### src/rtl/wdog_pkg.sv
package wdog_pkg;
    localparam int DEF_MC_DIV    = 12;
    localparam int DEF_PRE_W     = 11;
    localparam int DEF_CNT_W     = 8;
    localparam int DEF_PULSE_LEN = 24;

    typedef enum logic [1:0] {
        ACT_KEEP  = 2'd0,
        ACT_STEP  = 2'd1,
        ACT_LOAD  = 2'd2,
        ACT_CLEAR = 2'd3
    } cnt_act_e;
endpackage

### src/rtl/wdog_prescale.sv
module wdog_prescale #(
    parameter int MC_DIV = wdog_pkg::DEF_MC_DIV,
    parameter int PRE_W  = wdog_pkg::DEF_PRE_W
) (
    input  logic clk,
    input  logic rst_n,
    input  logic run_i,
    input  logic clr_i,
    output logic tick_o
);
    localparam int MC_W = (MC_DIV > 1) ? $clog2(MC_DIV) : 1;
    localparam logic [MC_W-1:0] MC_LAST = MC_W'(MC_DIV - 1);

    typedef struct packed {
        logic [MC_W-1:0]  mc;
        logic [PRE_W-1:0] pre;
    } pre_state_t;

    pre_state_t st_q, st_d;
    logic       mc_wrap;

    always_comb begin
        st_d    = st_q;
        mc_wrap = (st_q.mc == MC_LAST);
        tick_o  = run_i && mc_wrap && (&st_q.pre);
        if (clr_i) begin
            st_d = '0;
        end else if (run_i) begin
            if (mc_wrap) begin
                st_d.mc  = '0;
                st_d.pre = st_q.pre + 1'b1;
            end else begin
                st_d.mc = st_q.mc + 1'b1;
            end
        end
    end

    always_ff @(posedge clk or negedge rst_n) begin
        if (!rst_n) st_q <= '0;
        else        st_q <= st_d;
    end


    tick_wraps_chk: assert property (@(posedge clk) disable iff (!rst_n)
        tick_o |=> (st_q == '0));


    frozen_hold_chk: assert property (@(posedge clk) disable iff (!rst_n)
        (!run_i && !clr_i) |=> $stable(st_q));
endmodule

### src/rtl/wdog_count.sv
module wdog_count
    import wdog_pkg::*;
#(
    parameter int CNT_W = wdog_pkg::DEF_CNT_W
) (
    input  logic             clk,
    input  logic             rst_n,
    input  logic             tick_i,
    input  logic             hold_i,
    input  logic             reload_i,
    input  logic             lden_set_i,
    input  logic [CNT_W-1:0] data_i,
    output logic             load_o,
    output logic             ovf_o
);
    typedef struct packed {
        logic [CNT_W-1:0] cnt;
        logic             armed;
    } cnt_state_t;

    cnt_state_t st_q, st_d;
    cnt_act_e   act;

    always_comb begin
        if (hold_i)                      act = ACT_CLEAR;
        else if (reload_i && st_q.armed) act = ACT_LOAD;
        else if (tick_i)                 act = ACT_STEP;
        else                             act = ACT_KEEP;

        load_o = (act == ACT_LOAD);
        ovf_o  = (act == ACT_STEP) && (&st_q.cnt);

        st_d = st_q;
        unique case (act)
            ACT_CLEAR: st_d = '0;
            ACT_LOAD: begin
                st_d.cnt   = data_i;
                st_d.armed = 1'b0;
            end
            ACT_STEP: begin
                st_d.cnt   = st_q.cnt + 1'b1;
                st_d.armed = st_q.armed | lden_set_i;
            end
            default: st_d.armed = st_q.armed | lden_set_i;
        endcase
    end

    always_ff @(posedge clk or negedge rst_n) begin
        if (!rst_n) st_q <= '0;
        else        st_q <= st_d;
    end


    unarmed_ignore_chk: assert property (@(posedge clk) disable iff (!rst_n)
        (reload_i && !st_q.armed && !tick_i && !hold_i) |=> $stable(st_q.cnt));


    load_disarm_chk: assert property (@(posedge clk) disable iff (!rst_n)
        load_o |=> !st_q.armed);


    hold_zero_chk: assert property (@(posedge clk) disable iff (!rst_n)
        hold_i |=> (st_q == '0));
endmodule

### src/rtl/wdog_rst_pulse.sv
module wdog_rst_pulse #(
    parameter int PULSE_LEN = wdog_pkg::DEF_PULSE_LEN
) (
    input  logic clk,
    input  logic rst_n,
    input  logic ovf_i,
    output logic pulse_o,
    output logic aux_clr_o
);
    localparam int PL_W = $clog2(PULSE_LEN + 1);
    localparam logic [PL_W-1:0] PL_INIT = PL_W'(PULSE_LEN);

    typedef struct packed {
        logic [PL_W-1:0] left;
        logic            aux;
    } pls_state_t;

    pls_state_t st_q, st_d;

    always_comb begin
        st_d     = st_q;
        st_d.aux = ovf_i;
        if (ovf_i)                 st_d.left = PL_INIT;
        else if (st_q.left != '0)  st_d.left = st_q.left - 1'b1;
        pulse_o   = (st_q.left != '0);
        aux_clr_o = st_q.aux;
    end

    always_ff @(posedge clk or negedge rst_n) begin
        if (!rst_n) st_q <= '0;
        else        st_q <= st_d;
    end


    ovf_pulse_chk: assert property (@(posedge clk) disable iff (!rst_n)
        ovf_i |=> (pulse_o && aux_clr_o));


    aux_single_chk: assert property (@(posedge clk) disable iff (!rst_n)
        aux_clr_o |=> !aux_clr_o);
endmodule

### src/rtl/wdog_gated.sv
module wdog_gated #(
    parameter int MC_DIV    = wdog_pkg::DEF_MC_DIV,
    parameter int PRE_W     = wdog_pkg::DEF_PRE_W,
    parameter int CNT_W     = wdog_pkg::DEF_CNT_W,
    parameter int PULSE_LEN = wdog_pkg::DEF_PULSE_LEN
) (
    input  logic             clk,
    input  logic             rst_n,
    input  logic             wd_en_n,
    input  logic             lden_set,
    input  logic             reload,
    input  logic [CNT_W-1:0] reload_val,
    input  logic             idle,
    output logic             rst_pulse,
    output logic             aux_clr,
    output logic             pd_allow
);
    logic run_w, clr_w, tick_w, load_w, ovf_w;

    always_comb begin
        run_w    = !wd_en_n && !rst_pulse;
        clr_w    = rst_pulse || load_w;
        pd_allow = wd_en_n;
    end

    wdog_prescale #(.MC_DIV(MC_DIV), .PRE_W(PRE_W)) u_pre (
        .clk    (clk),
        .rst_n  (rst_n),
        .run_i  (run_w),
        .clr_i  (clr_w),
        .tick_o (tick_w)
    );

    wdog_count #(.CNT_W(CNT_W)) u_cnt (
        .clk        (clk),
        .rst_n      (rst_n),
        .tick_i     (tick_w),
        .hold_i     (rst_pulse),
        .reload_i   (reload),
        .lden_set_i (lden_set),
        .data_i     (reload_val),
        .load_o     (load_w),
        .ovf_o      (ovf_w)
    );

    wdog_rst_pulse #(.PULSE_LEN(PULSE_LEN)) u_pls (
        .clk       (clk),
        .rst_n     (rst_n),
        .ovf_i     (ovf_w),
        .pulse_o   (rst_pulse),
        .aux_clr_o (aux_clr)
    );


    idle_reset_chk: assert property (@(posedge clk) disable iff (!rst_n)
        (idle && ovf_w) |=> rst_pulse);


    no_ovf_frozen_chk: assert property (@(posedge clk) disable iff (!rst_n)
        wd_en_n |-> !ovf_w);
endmodule

### config.mk
export PLATFORM = sky130hd
export DESIGN_NAME = wdog_gated
export DESIGN_NICKNAME = d
export VERILOG_FILES = /design/src/rtl/wdog_pkg.sv /design/src/rtl/wdog_prescale.sv /design/src/rtl/wdog_count.sv /design/src/rtl/wdog_rst_pulse.sv /design/src/rtl/wdog_gated.sv
export SDC_FILE = /design/constraint.sdc
export NUM_CORES = 1
export LEC_CHECK = 0
export CAP_MARGIN = 15
export CORE_MARGIN = 8
export CORE_UTILIZATION = 45
export CTS_BUF_LIST = sky130_fd_sc_hd__clkbuf_16
export DETAILED_ROUTE_END_ITERATION = 8
export GPL_ROUTABILITY_DRIVEN = 0
export PLACE_DENSITY = 0.66
export SETUP_SLACK_MARGIN = 0.2
export SYNTH_ARGS = -nofsm -noshare
export SYNTH_HDL_FRONTEND = slang
export SYNTH_SLANG_ARGS = --single-unit
export TNS_END_PERCENT = 10
### constraint.sdc
create_clock -name clk -period 5.9 [get_ports clk]
set_clock_uncertainty 0.1 [all_clocks]
set_input_delay 1.18 -clock clk [delete_from_list [all_inputs] [get_ports clk]]
set_output_delay 1.18 -clock clk [all_outputs]
set_load 0.02 [all_outputs]
**Word-level counts from Yosys, hierarchy flattened**

Cells that the tools add are included.

- Register bits: 30
- Input port bits: 14

- Add/sub/neg operators: 4
- Equal/unequal tests: 4
- Mux-type cells: 11
- Bitwise operators: 1
- Reduce and logical (&&, ||, !) cells: 17

Operators by type and width:

| kind | number |
|---|---|
| $mux 15 | 2 |
| $pmux 8 s3 | 1 |
| $add 11x1->11 const B | 1 |
| $mux 11 | 1 |
| $reduce_and 11->1 | 1 |
| $mux 5 | 2 |
| $add 8x1->8 const B | 1 |
| $reduce_and 8->1 | 1 |
| $reduce_bool 2->1 | 3 |
| $logic_and 1x1->1 | 5 |
| $reduce_bool 5->1 | 1 |
| $sub 5x1->5 const B | 1 |
| $add 4x1->4 const B | 1 |
| $eq 2x2->1 const B | 2 |
| $eq 4x4->1 const B | 1 |
| $mux 2 | 2 |
| $mux 4 | 1 |
| $reduce_bool 3->1 | 1 |
| $eq 2x1->1 const B | 1 |
| $logic_not 1->1 | 2 |
| $mux 1 | 2 |
| $reduce_and 2->1 | 1 |
| $reduce_or 2->1 | 1 |
| $logic_or 1x1->1 | 1 |
| $or 1x1->1 | 1 |

**Logic depth before layout (Yosys ltp)**

Gate-level depths: netlist of the first run.

- Depth in word-level cells: 12
- Mapped depth: 10

**By module**

Synthesis of the first run repeated with hierarchy kept, for this count alone.

- Cells, all modules: 187
- Area total of the unflattened synthesis: 1779.2 um2

Modules (own cells, without submodules):

| module | times used | cells each | area an instance (um2) | sequential area each (um2) |
|---|---|---|---|---|
| wdog_prescale | 1 | 87 | 849.6 | 375.4 |
| wdog_count | 1 | 72 | 626.9 | 225.2 |
| wdog_rst_pulse | 1 | 25 | 285.3 | 150.1 |
| wdog_gated | 1 | 3 | 17.5 | 0.0 |

**Least setup slack after synthesis of the first run**

Ideal clock, no wire load.

- Kind: input-to-reg
- Start: in wd_en_n
- End: reg u_cnt.st_q[5] (netlist bit)
- Library setup time: 116 ps
- Arrival: 3210 ps
- Data required time: 5684 ps
- Setup slack: 2474 ps
- Stages: 7
- Path buffers: 1
- Path through: buf_6 nand4bb_4 nor4_2 a31oi_1 ha_1 or3b_2 o311ai_0

- Longest elaborated chain between the ends: 9

Ends and longest elaborated chain:

| element | line | text |
|---|---|---|
| from (decl) | wdog_gated.sv:9 | `input logic wd_en_n,` |
| $logic_not 1->1 * | wdog_gated.sv:21 | `run_w = !wd_en_n && !rst_pulse;` |
| $logic_and 1x1->1 * | wdog_gated.sv:21 |  |
| $logic_and 1x1->1 * (2 in a row) | wdog_prescale.sv:25 | `tick_o = run_i && mc_wrap && (&st_q.pre);` |
| $mux 1 * | wdog_count.sv:27 | `else if (tick_i) act = ACT_STEP;` |
| $mux 2 * | wdog_count.sv:26 | `else if (reload_i && st_q.armed) act = ACT_LOAD;` |
| $mux 2 * | wdog_count.sv:25 | `if (hold_i) act = ACT_CLEAR;` |
| $eq 2x1->1 / $eq 2x2->1 (equally long branches) | wdog_count.sv:34 | `unique case (act)` |
| $pmux 8 s3 / $reduce_bool 3->1 (equally long branches) | n/a |  |
| to (signal assigned) | wdog_count.sv:50 | `else st_q <= st_d;` |
| to (decl) | wdog_count.sv:21 | `cnt_state_t st_q, st_d;` |

Every way passes the cells marked *; elsewhere a longest branch is shown, timed or not.
A chain may end at the register's enable or synchronous reset.

**Worst setup path after layout of the first run**

- Start: in wd_en_n
- End: reg u_cnt.st_q[7] (netlist bit)

The elaborated chain is that of the path after synthesis.

==> metrics list, run 1 <==
* Result of the run: finished, final reports clean
* Crit path capture type: flip-flop
- The routed design could run at a clock period as short as approximately 3.9 ns.
- Summing the areas of all xor and xnor instances in the mapped netlist gives 7.743% of the synthesized area.
* Share of async-settable or async-resettable flops after synthesis: 100.0%
* Slew Limit Fails: 0
- DRC violation total after the first TritonRoute iteration: 136
* FMAX: 257.3 MHz
- The pre-antenna-repair detailed-routing pass consisted of 4 iterations.
- Ordered cell list for the critical path: clkdlybuf4s50_1, nand4bb_4, nor4_2, a31oi_1, ha_1, or3b_2, a31oi_1, o21ai_0, o311ai_0
- The worst pin sits at a relative slew slack of 65.44%.
* Diode insertion count for antenna repair: 0
- Die Outline Area: ~6000 um2
- Counting flops and latches in the post-synthesis netlist gives 30.
- Dominant combinational cell family by area after synthesis: simple AND/OR/NAND/NOR gates
- GRT Util Overall: 11.23%
* Cell with the most instances on the worst path: sky130_fd_sc_hd__a31oi_1
- Of all nets on the critical path, the largest fanout is 9.
* Site Rows: 22
- At the worst endpoint, the required time is 5.96 ns.
- The synthesized netlist devotes 10.99% of its cell area to compound gates.
- Entering global routing, the biggest net connects 31 pins.
- Startpoint type of the worst setup path: primary input
- The synthesized netlist contains 41 unique library cells.
* Syn. warnings: 0
- After detailed routing, the average wire length per cell comes to about 14 um.
* Post-synthesis mux area share: 1.180%
- Clock-pin slew was measured on the worst setup and hold paths at 0.05 ns.
* Crit-path slowest cell: sky130_fd_sc_hd__or3b_2
* Height of the die: between 70 and 80 um
* Area taken by multi-input logic gates: around 860 um2
* Setup repair bufs after CTS: 0
- Sequential element share of the synthesized area: 44.25%
- In the final layout, the share of cells above drive strength 1 is 7.937%.
- Across the run, the number of max-cap violations was 0.
- The final count of hold timing violations came to 0.
- Utilization after layout: 54.79%
- Final layout net count: 211
- Leak: just under 0.9 nW
- Total Wirelength: ~3.3 mm
- The first global-routing pass estimated around 5.5 mm of wire.
* Post-Syn Instances: ~170
- For this run, design rule violations remaining after detail routing come to 0.
- Number of buffers created by CTS: 5
* Mapped Nets: 194
- Number of top-level pins: 17
* Setup total negative slack: 0 ns
- The worst-case IR drop observed on VDD is 163.4 uV.
- The via count of the first global-routing pass was between 1000 and 1500.
- In the synthesized netlist the dominant register cell turns out to be sky130_fd_sc_hd__dfrtp_1.
* Buffers from clock root to sink, at most: 2
- The detail route stage leaves a number of antenna-violating nets equal to 0.
- After layout, the worst path uses about 66% of the clock period.
- Fill cell total of the finished layout: 334
* CTS H-Tree Depth: 2
- In this run the register-to-register setup slack is 2.97 ns.
* Number of antenna violations at the first check in global routing: 0
- At the pin with the least slew margin, the transition time is 0.5184 ns.
- Detailed placement finished with a half-perimeter wire length of 2.387 mm.
- TritonCTS built the clock tree.
* Endpoints failing setup: 0
* Total cell area at the placement stage: approximately 1900 um2
- Number of sinks handled by clock tree synthesis: 30
- Across the whole layout, storage elements account for 750.7 um2.
- CORE AREA: 3633 um2
* Signed area change from the synthesized netlist to the final layout: 17.33%
* Number of input and output port buffers inserted: 15
- Power spread over the standard cell area amounts to 258.3 nW/um2.
- Arrival time of the worst setup path: 3.95 ns
- Setup repair after global routing left no endpoint under its margin.
- Total number of vias: 1296
- The later pin in the worst-skew pair is clocked with a latency of 0.27 ns.
- In this run, post-CTS repair resized a total of 0 instances.
* Synthesized-area fraction occupied by and/or/nand/nor cells: 24.63%
- The die is 77.40 um wide.
- Post-CTS Hold Buffers: 0
- Critical setup path kind: in2reg
* Root buffer cell: sky130_fd_sc_hd__clkbuf_16
- Initial core utilization: a little under half
- The finished cells cover 1991 um2.
- Of the total synthesized cell area, the portion taken by full adders, half adders and majority gates is around 6%.
- Summed over all layers, the global routing overflow is 0.
* Mean instance size in the synthesized netlist: 9.864 um2
- Via-to-Cell Ratio: about 5.5
- The tightest min-delay check is of the reg2reg type.
* Cell area after synthesis: about 1700 um2
- For this run, the slowest stage of the critical path takes 0.56 ns.
- Number of flops mapped to enable cells by yosys: 0
==> through the flow <==
stage               worst slack (ns)  hold slack [ns]  total power, mW  cells
detailed placement             1.721           0.4127           0.2882    230
global route                   1.803           0.4719           0.5369    237
global placement               1.793           0.3993           0.2822    230
CTS                            2.029           0.4239           0.5191    237
floorplan                      2.474           0.3761           0.2672    172
finish                         2.014           0.4293           0.5143    237
==> flip-flops by register name, summed over array words and instances, names as in the netlist <==
name and count:
u_pls.st_q 5, u_pls.aux_clr_o 1, u_cnt.st_q 9, u_pre.st_q 15
==> worst paths after layout <==
path	startpoint	end	cells past startpoint
max	wd_en_n	u_cnt.st_q[7]$_DFFE_PN0P_	9
min	u_cnt.st_q[2]$_DFFE_PN0P_	u_cnt.st_q[2]$_DFFE_PN0P_	2
max reg2reg	u_pre.st_q[11]$_DFFE_PN0P_	u_cnt.st_q[7]$_DFFE_PN0P_	9
min reg2reg	u_cnt.st_q[2]$_DFFE_PN0P_	u_cnt.st_q[2]$_DFFE_PN0P_	2
max in group asynchronous	rst_n	u_pre.st_q[8]$_DFFE_PN0P_	2
min in group asynchronous	rst_n	u_pre.st_q[2]$_DFFE_PN0P_	2
==> per-layer routing <==
metal  vias to the layer above  wire length [um]  track usage, %
li1                        635                 -               -
met1                       629              1485           13.31
met2                        26              1643           17.27
met3                         6               172           4.839
met4                         0                36           5.094
met5                         -                 0               0
==> power by group <==
part / total [mW] / internal (mW) / switching [mW] / leakage (nW)
clock: 0.230 / 0.150 / 0.0797 / 0.0723
sequential: 0.230 / 0.218 / 0.0124 / 0.413
combinational: 0.0546 / 0.0269 / 0.0277 / 0.379
total: 0.514 / 0.394 / 0.120 / 0.864
==> synthesized netlist by cell type (all sizes together) (2+ instances only) <==
cell | count | area (um2)
xnor2 | 9 | 78.83
ha | 8 | 100.1
buf | 5 | 52.55
nor2 | 21 | 78.83
a31oi | 2 | 12.51
o311ai | 2 | 17.52
nand4 | 4 | 25.02
a211oi | 2 | 15.01
nor3b | 3 | 22.52
or2 | 2 | 12.52
nor2b | 2 | 12.51
nand2 | 15 | 63.81
and3 | 2 | 12.51
dfrtp | 30 | 750.7
nor3 | 5 | 36.29
o21ai | 13 | 65.06
mux2i | 2 | 20.02
xor2 | 6 | 52.55
a21oi | 5 | 25.02
a22oi | 3 | 22.52
inv | 9 | 33.78
nand3 | 7 | 35.03
==> critical path: cells and delay by family <==
kind                     cells  cell delay (ns)
buffers and inverters        1             0.55
AO/OA/AOI/OAI                4             0.52
adder cells (fa/ha/maj)      1             0.39
AND/OR/NAND/NOR              3             1.29
==> cells by family after synthesis <==
logic type | after synthesis
AND/OR/NAND/NOR | 72
AO/OA/AOI/OAI | 30
flip-flops | 30
XOR/XNOR | 15
buffers and inverters | 15
adder cells (fa/ha/maj) | 8
multiplexers | 2
==> cell usage in the layout, fill, tap and decap left out, types with 2 or more instances in the layout <==
master | synthesis | final
sky130_fd_sc_hd__dfrtp_1 | 30 | 30
sky130_fd_sc_hd__xnor2_1 | 9 | 9
sky130_fd_sc_hd__nor3b_1 | 3 | 3
sky130_fd_sc_hd__mux2i_1 | 2 | 2
sky130_fd_sc_hd__clkbuf_16 | 0 | 5
sky130_fd_sc_hd__a211oi_1 | 2 | 2
sky130_fd_sc_hd__nand4_1 | 4 | 4
sky130_fd_sc_hd__a21oi_1 | 5 | 5
sky130_fd_sc_hd__and3_1 | 2 | 2
sky130_fd_sc_hd__clkdlybuf4s50_1 | 0 | 15
sky130_fd_sc_hd__nor2b_1 | 2 | 2
sky130_fd_sc_hd__o311ai_0 | 2 | 2
sky130_fd_sc_hd__nor3_1 | 4 | 4
sky130_fd_sc_hd__nand3_1 | 7 | 7
sky130_fd_sc_hd__a31oi_1 | 2 | 2
sky130_fd_sc_hd__nand2_1 | 14 | 14
sky130_fd_sc_hd__o21ai_0 | 13 | 13
sky130_fd_sc_hd__inv_1 | 9 | 11
sky130_fd_sc_hd__xor2_1 | 6 | 6
sky130_fd_sc_hd__ha_1 | 8 | 8
sky130_fd_sc_hd__nor2_1 | 21 | 21
sky130_fd_sc_hd__a22oi_1 | 3 | 3
==> area by class of cell <==
| type | count | area share, % |
|---|---|---|
| multi-input cells | 127 | 42.99 |
| flip-flops and latches | 30 | 37.71 |
| repair buffers | 16 | 7.920 |
| clock buffers | 5 | 6.285 |
| well taps | 48 | 3.017 |
| inverters | 9 | 1.697 |
| clock inverters | 2 | 0.3771 |
No activity file was read; power rests on OpenSTA's default activity.
==> run 2: changes to the inputs <==
clock period = 3.9 ns   (was 5.9 ns; I/O delays follow)
==> run 2 against run 1 <==
  * Design area up 0.19%
  * Global-route usage shrank 0.59 points
  * Critical path depth unchanged
  * Flip-flop and latch count is the same
  * Sequential power rose by 51%
  * Largest power group is now the clock network
==> metrics list, run 2 (same netlist as run 1, synthesis figures left out) <==
* Pre-CTS setup slack: 0.3615 ns
- Fill cell total of the finished layout: ~340
- At the end of the flow, the number of nets in the layout was 212.
- DRC violation total after the first TritonRoute iteration: 104
* Number of antenna violations at the first check in global routing: 0
- Buffers placed on the I/O ports in this run total 15.
- Once detailed placement completed, the half-perimeter wirelength came to 2.370 mm.
- CORE AREA: 3633 um2
- STA classifies the critical path startpoint as a primary input.
- Height of the die: 77.40 um
- Measured along the x axis, the die boundary spans 77.40 um.
- Launch point of the critical path: wd_en_n
- The first global-routing pass estimated ~5.3 mm of wire.
- The startpoint identified for the worst register-to-register timing path is u_pre.st_q[11]$_DFFE_PN0P_.
* Endpoints failing setup: 0
- For this run, design rule violations remaining after detail routing come to 0.
- The clock passes through at most 2 buffers.
* Number of top-level pins: 17
- The startpoint identified for the worst hold timing path is u_cnt.st_q[2]$_DFFE_PN0P_.
* Share of the cycle needed by the critical path after routing: a little over four fifths
* CTS H-Tree Depth: 2
- Clock network latency to the later pin of the worst-skew pair: 0.27 ns
- Slew Limit Fails: 0
- Total cell area at the placement stage: 1866 um2
- The via count of the first global-routing pass was 1187.
- Derived from the worst setup path, the maximum achievable clock frequency is between 300 and 400 MHz.
- The final count of hold timing violations came to 0.
- Leading cell type in the layout, fill and taps excluded: sky130_fd_sc_hd__dfrtp_1
- Crit path to: u_cnt.st_q[5]$_DFFE_PN0P_
* Antenna Nets Post-Route: 0
- Drt first pass iters: 4
- The critical path is of the in2reg type.
- Summed over all layers, the routed wires come to 3.259 mm.
- Entering global routing, the biggest net connects 31 pins.
- TritonCTS created 5 clock buffers.
* Data required time of the critical path: between 3 and 4 ns
- The total overflow left after global routing is 0.
- Setup repair after global routing missed its margin: no
- In the final routed layout, each cell accounts on average for 13.75 um.
* Signed area change from the synthesized netlist to the final layout: 17.55%
* Site Rows: 22
- Min setup slack post-route: 0.6466 ns
- Counting every sink on the clock net gives 30.
* Worst reg-to-reg setup slack: approximately 0.98 ns
* TritonCTS clock tree: built
- u_pre.st_q holds more flip-flops than any other register.
- Via-to-Cell Ratio: 5.435
- GRT Util Overall: 10.64%
- With fillers left out, the area of the finished cells amounts to roughly 2000 um2.
* Power after layout: 0.7772 mW
* Tmin final: 3.253 ns
- Measured slew at the worst slew-check pin: 0.5142 ns
- Register clock-pin slew on the reported worst setup and hold paths: 0.05 ns
- The register with the most flip-flops in the layout has 15 of them.
* Largest registers: u_pre.st_q: 15 flops, u_cnt.st_q: 9 flops, u_pls.st_q: 5 flops
- Post-CTS Hold Buffers: 0
- Setup total negative slack: 0 ns
* Crit Path Max Fanout: 6
- The detailed router placed 1288 vias in this run.
- STA classifies the critical path endpoint as a flip-flop.
* Initial core utilization: between 40% and 50%
- Worst vdd rail ir drop: 229.2 uV
* RR Endpoint: u_cnt.st_q[5]$_DFFE_PN0P_
* R2R cell count: 9
* Cells resized by post-CTS repair: 0
- In the final layout, the multi-input gates occupy around 860 um2.
- Tightest Hold Check Type: reg2reg
- Power spread over the standard cell area amounts to 389.7 nW/um2.
* Die Outline Area: 5991 um2
- The tool flagged a number of max-cap violations equal to 0.
- Diode insertion count for antenna repair: 0
- Setup repair bufs after CTS: 0
- The worst pin sits at a relative slew slack of 65.72%.
- The flow ran to the end, and the final reports show no timing, DRC or antenna violations.
* Ratio of cells with drive above 1 in the final layout: approximately 8.5%
* Commonest non-fill, non-tap cells in the layout: sky130_fd_sc_hd__dfrtp_1 (30), sky130_fd_sc_hd__nor2_1 (21), sky130_fd_sc_hd__clkdlybuf4s50_1 (15)
- STA puts the critical path data arrival time at 3.31 ns.
- Leak: approximately 0.86 nW
* Hold Worst Slack: 0.4242 ns
* Root buffer cell: sky130_fd_sc_hd__clkbuf_16
* Area occupied by registers: 750.7 um2
==> run 2: how the worst min path moves through the flow <==
stage	end	slack [ns]	cells past startpoint
3_3_place_gp	u_cnt.st_q[2]$_DFFE_PN0P_	0.40	2
2_1_floorplan	u_cnt.st_q[0]$_DFF_PN0_	0.38	0
4_1_cts	u_cnt.st_q[2]$_DFFE_PN0P_	0.43	2
5_1_grt	u_cnt.st_q[7]$_DFFE_PN0P_	0.46	1
3_5_place_dp	u_cnt.st_q[2]$_DFFE_PN0P_	0.42	2
6_report	u_cnt.st_q[2]$_DFFE_PN0P_	0.42	2
==> run 2: metrics by stage <==
step,instances,util (%)
finish,237,54.89
global route,237,54.89
CTS,237,54.89
detailed placement,231,51.34
global placement,231,51.34
floorplan,172,-
==> run 2: metal layers <==
metal  share of wire, %  track usage, %  wire length [um]
met5                  0               0                 0
met2                 48           17.35              1575
met4                1.6           4.906                53
met1                 46           12.45              1504
met3                3.9           3.456               126
==> run 2: worst max-delay path, stage by stage <==
cell                              delay [ns]
sky130_fd_sc_hd__clkdlybuf4s50_1        0.42
sky130_fd_sc_hd__nand4bb_4              0.25
sky130_fd_sc_hd__nor4_2                 0.40
sky130_fd_sc_hd__a31oi_1                0.20
sky130_fd_sc_hd__ha_1                   0.39
sky130_fd_sc_hd__or3b_2                 0.55
sky130_fd_sc_hd__nor2b_1                0.14
sky130_fd_sc_hd__o21ai_0                0.08
sky130_fd_sc_hd__o311ai_0               0.11
==> run 2: area by class of cell <==
| type | instances | area share (%) |
|---|---|---|
| inverters | 9 | 1.694 |
| multi-input cells | 127 | 42.91 |
| flip-flops and latches | 30 | 37.64 |
| well taps | 48 | 3.011 |
| repair buffers | 17 | 8.281 |
| clock inverters | 1 | 0.1882 |
| clock buffers | 5 | 6.274 |
==> run 2: power by group <==
part / total (mW) / internal (mW) / leakage, nW / switching (mW)
Combinational: 0.0810 / 0.0409 / 0.384 / 0.0401
Clock: 0.349 / 0.226 / 0.0632 / 0.123
Sequential: 0.348 / 0.329 / 0.413 / 0.0184
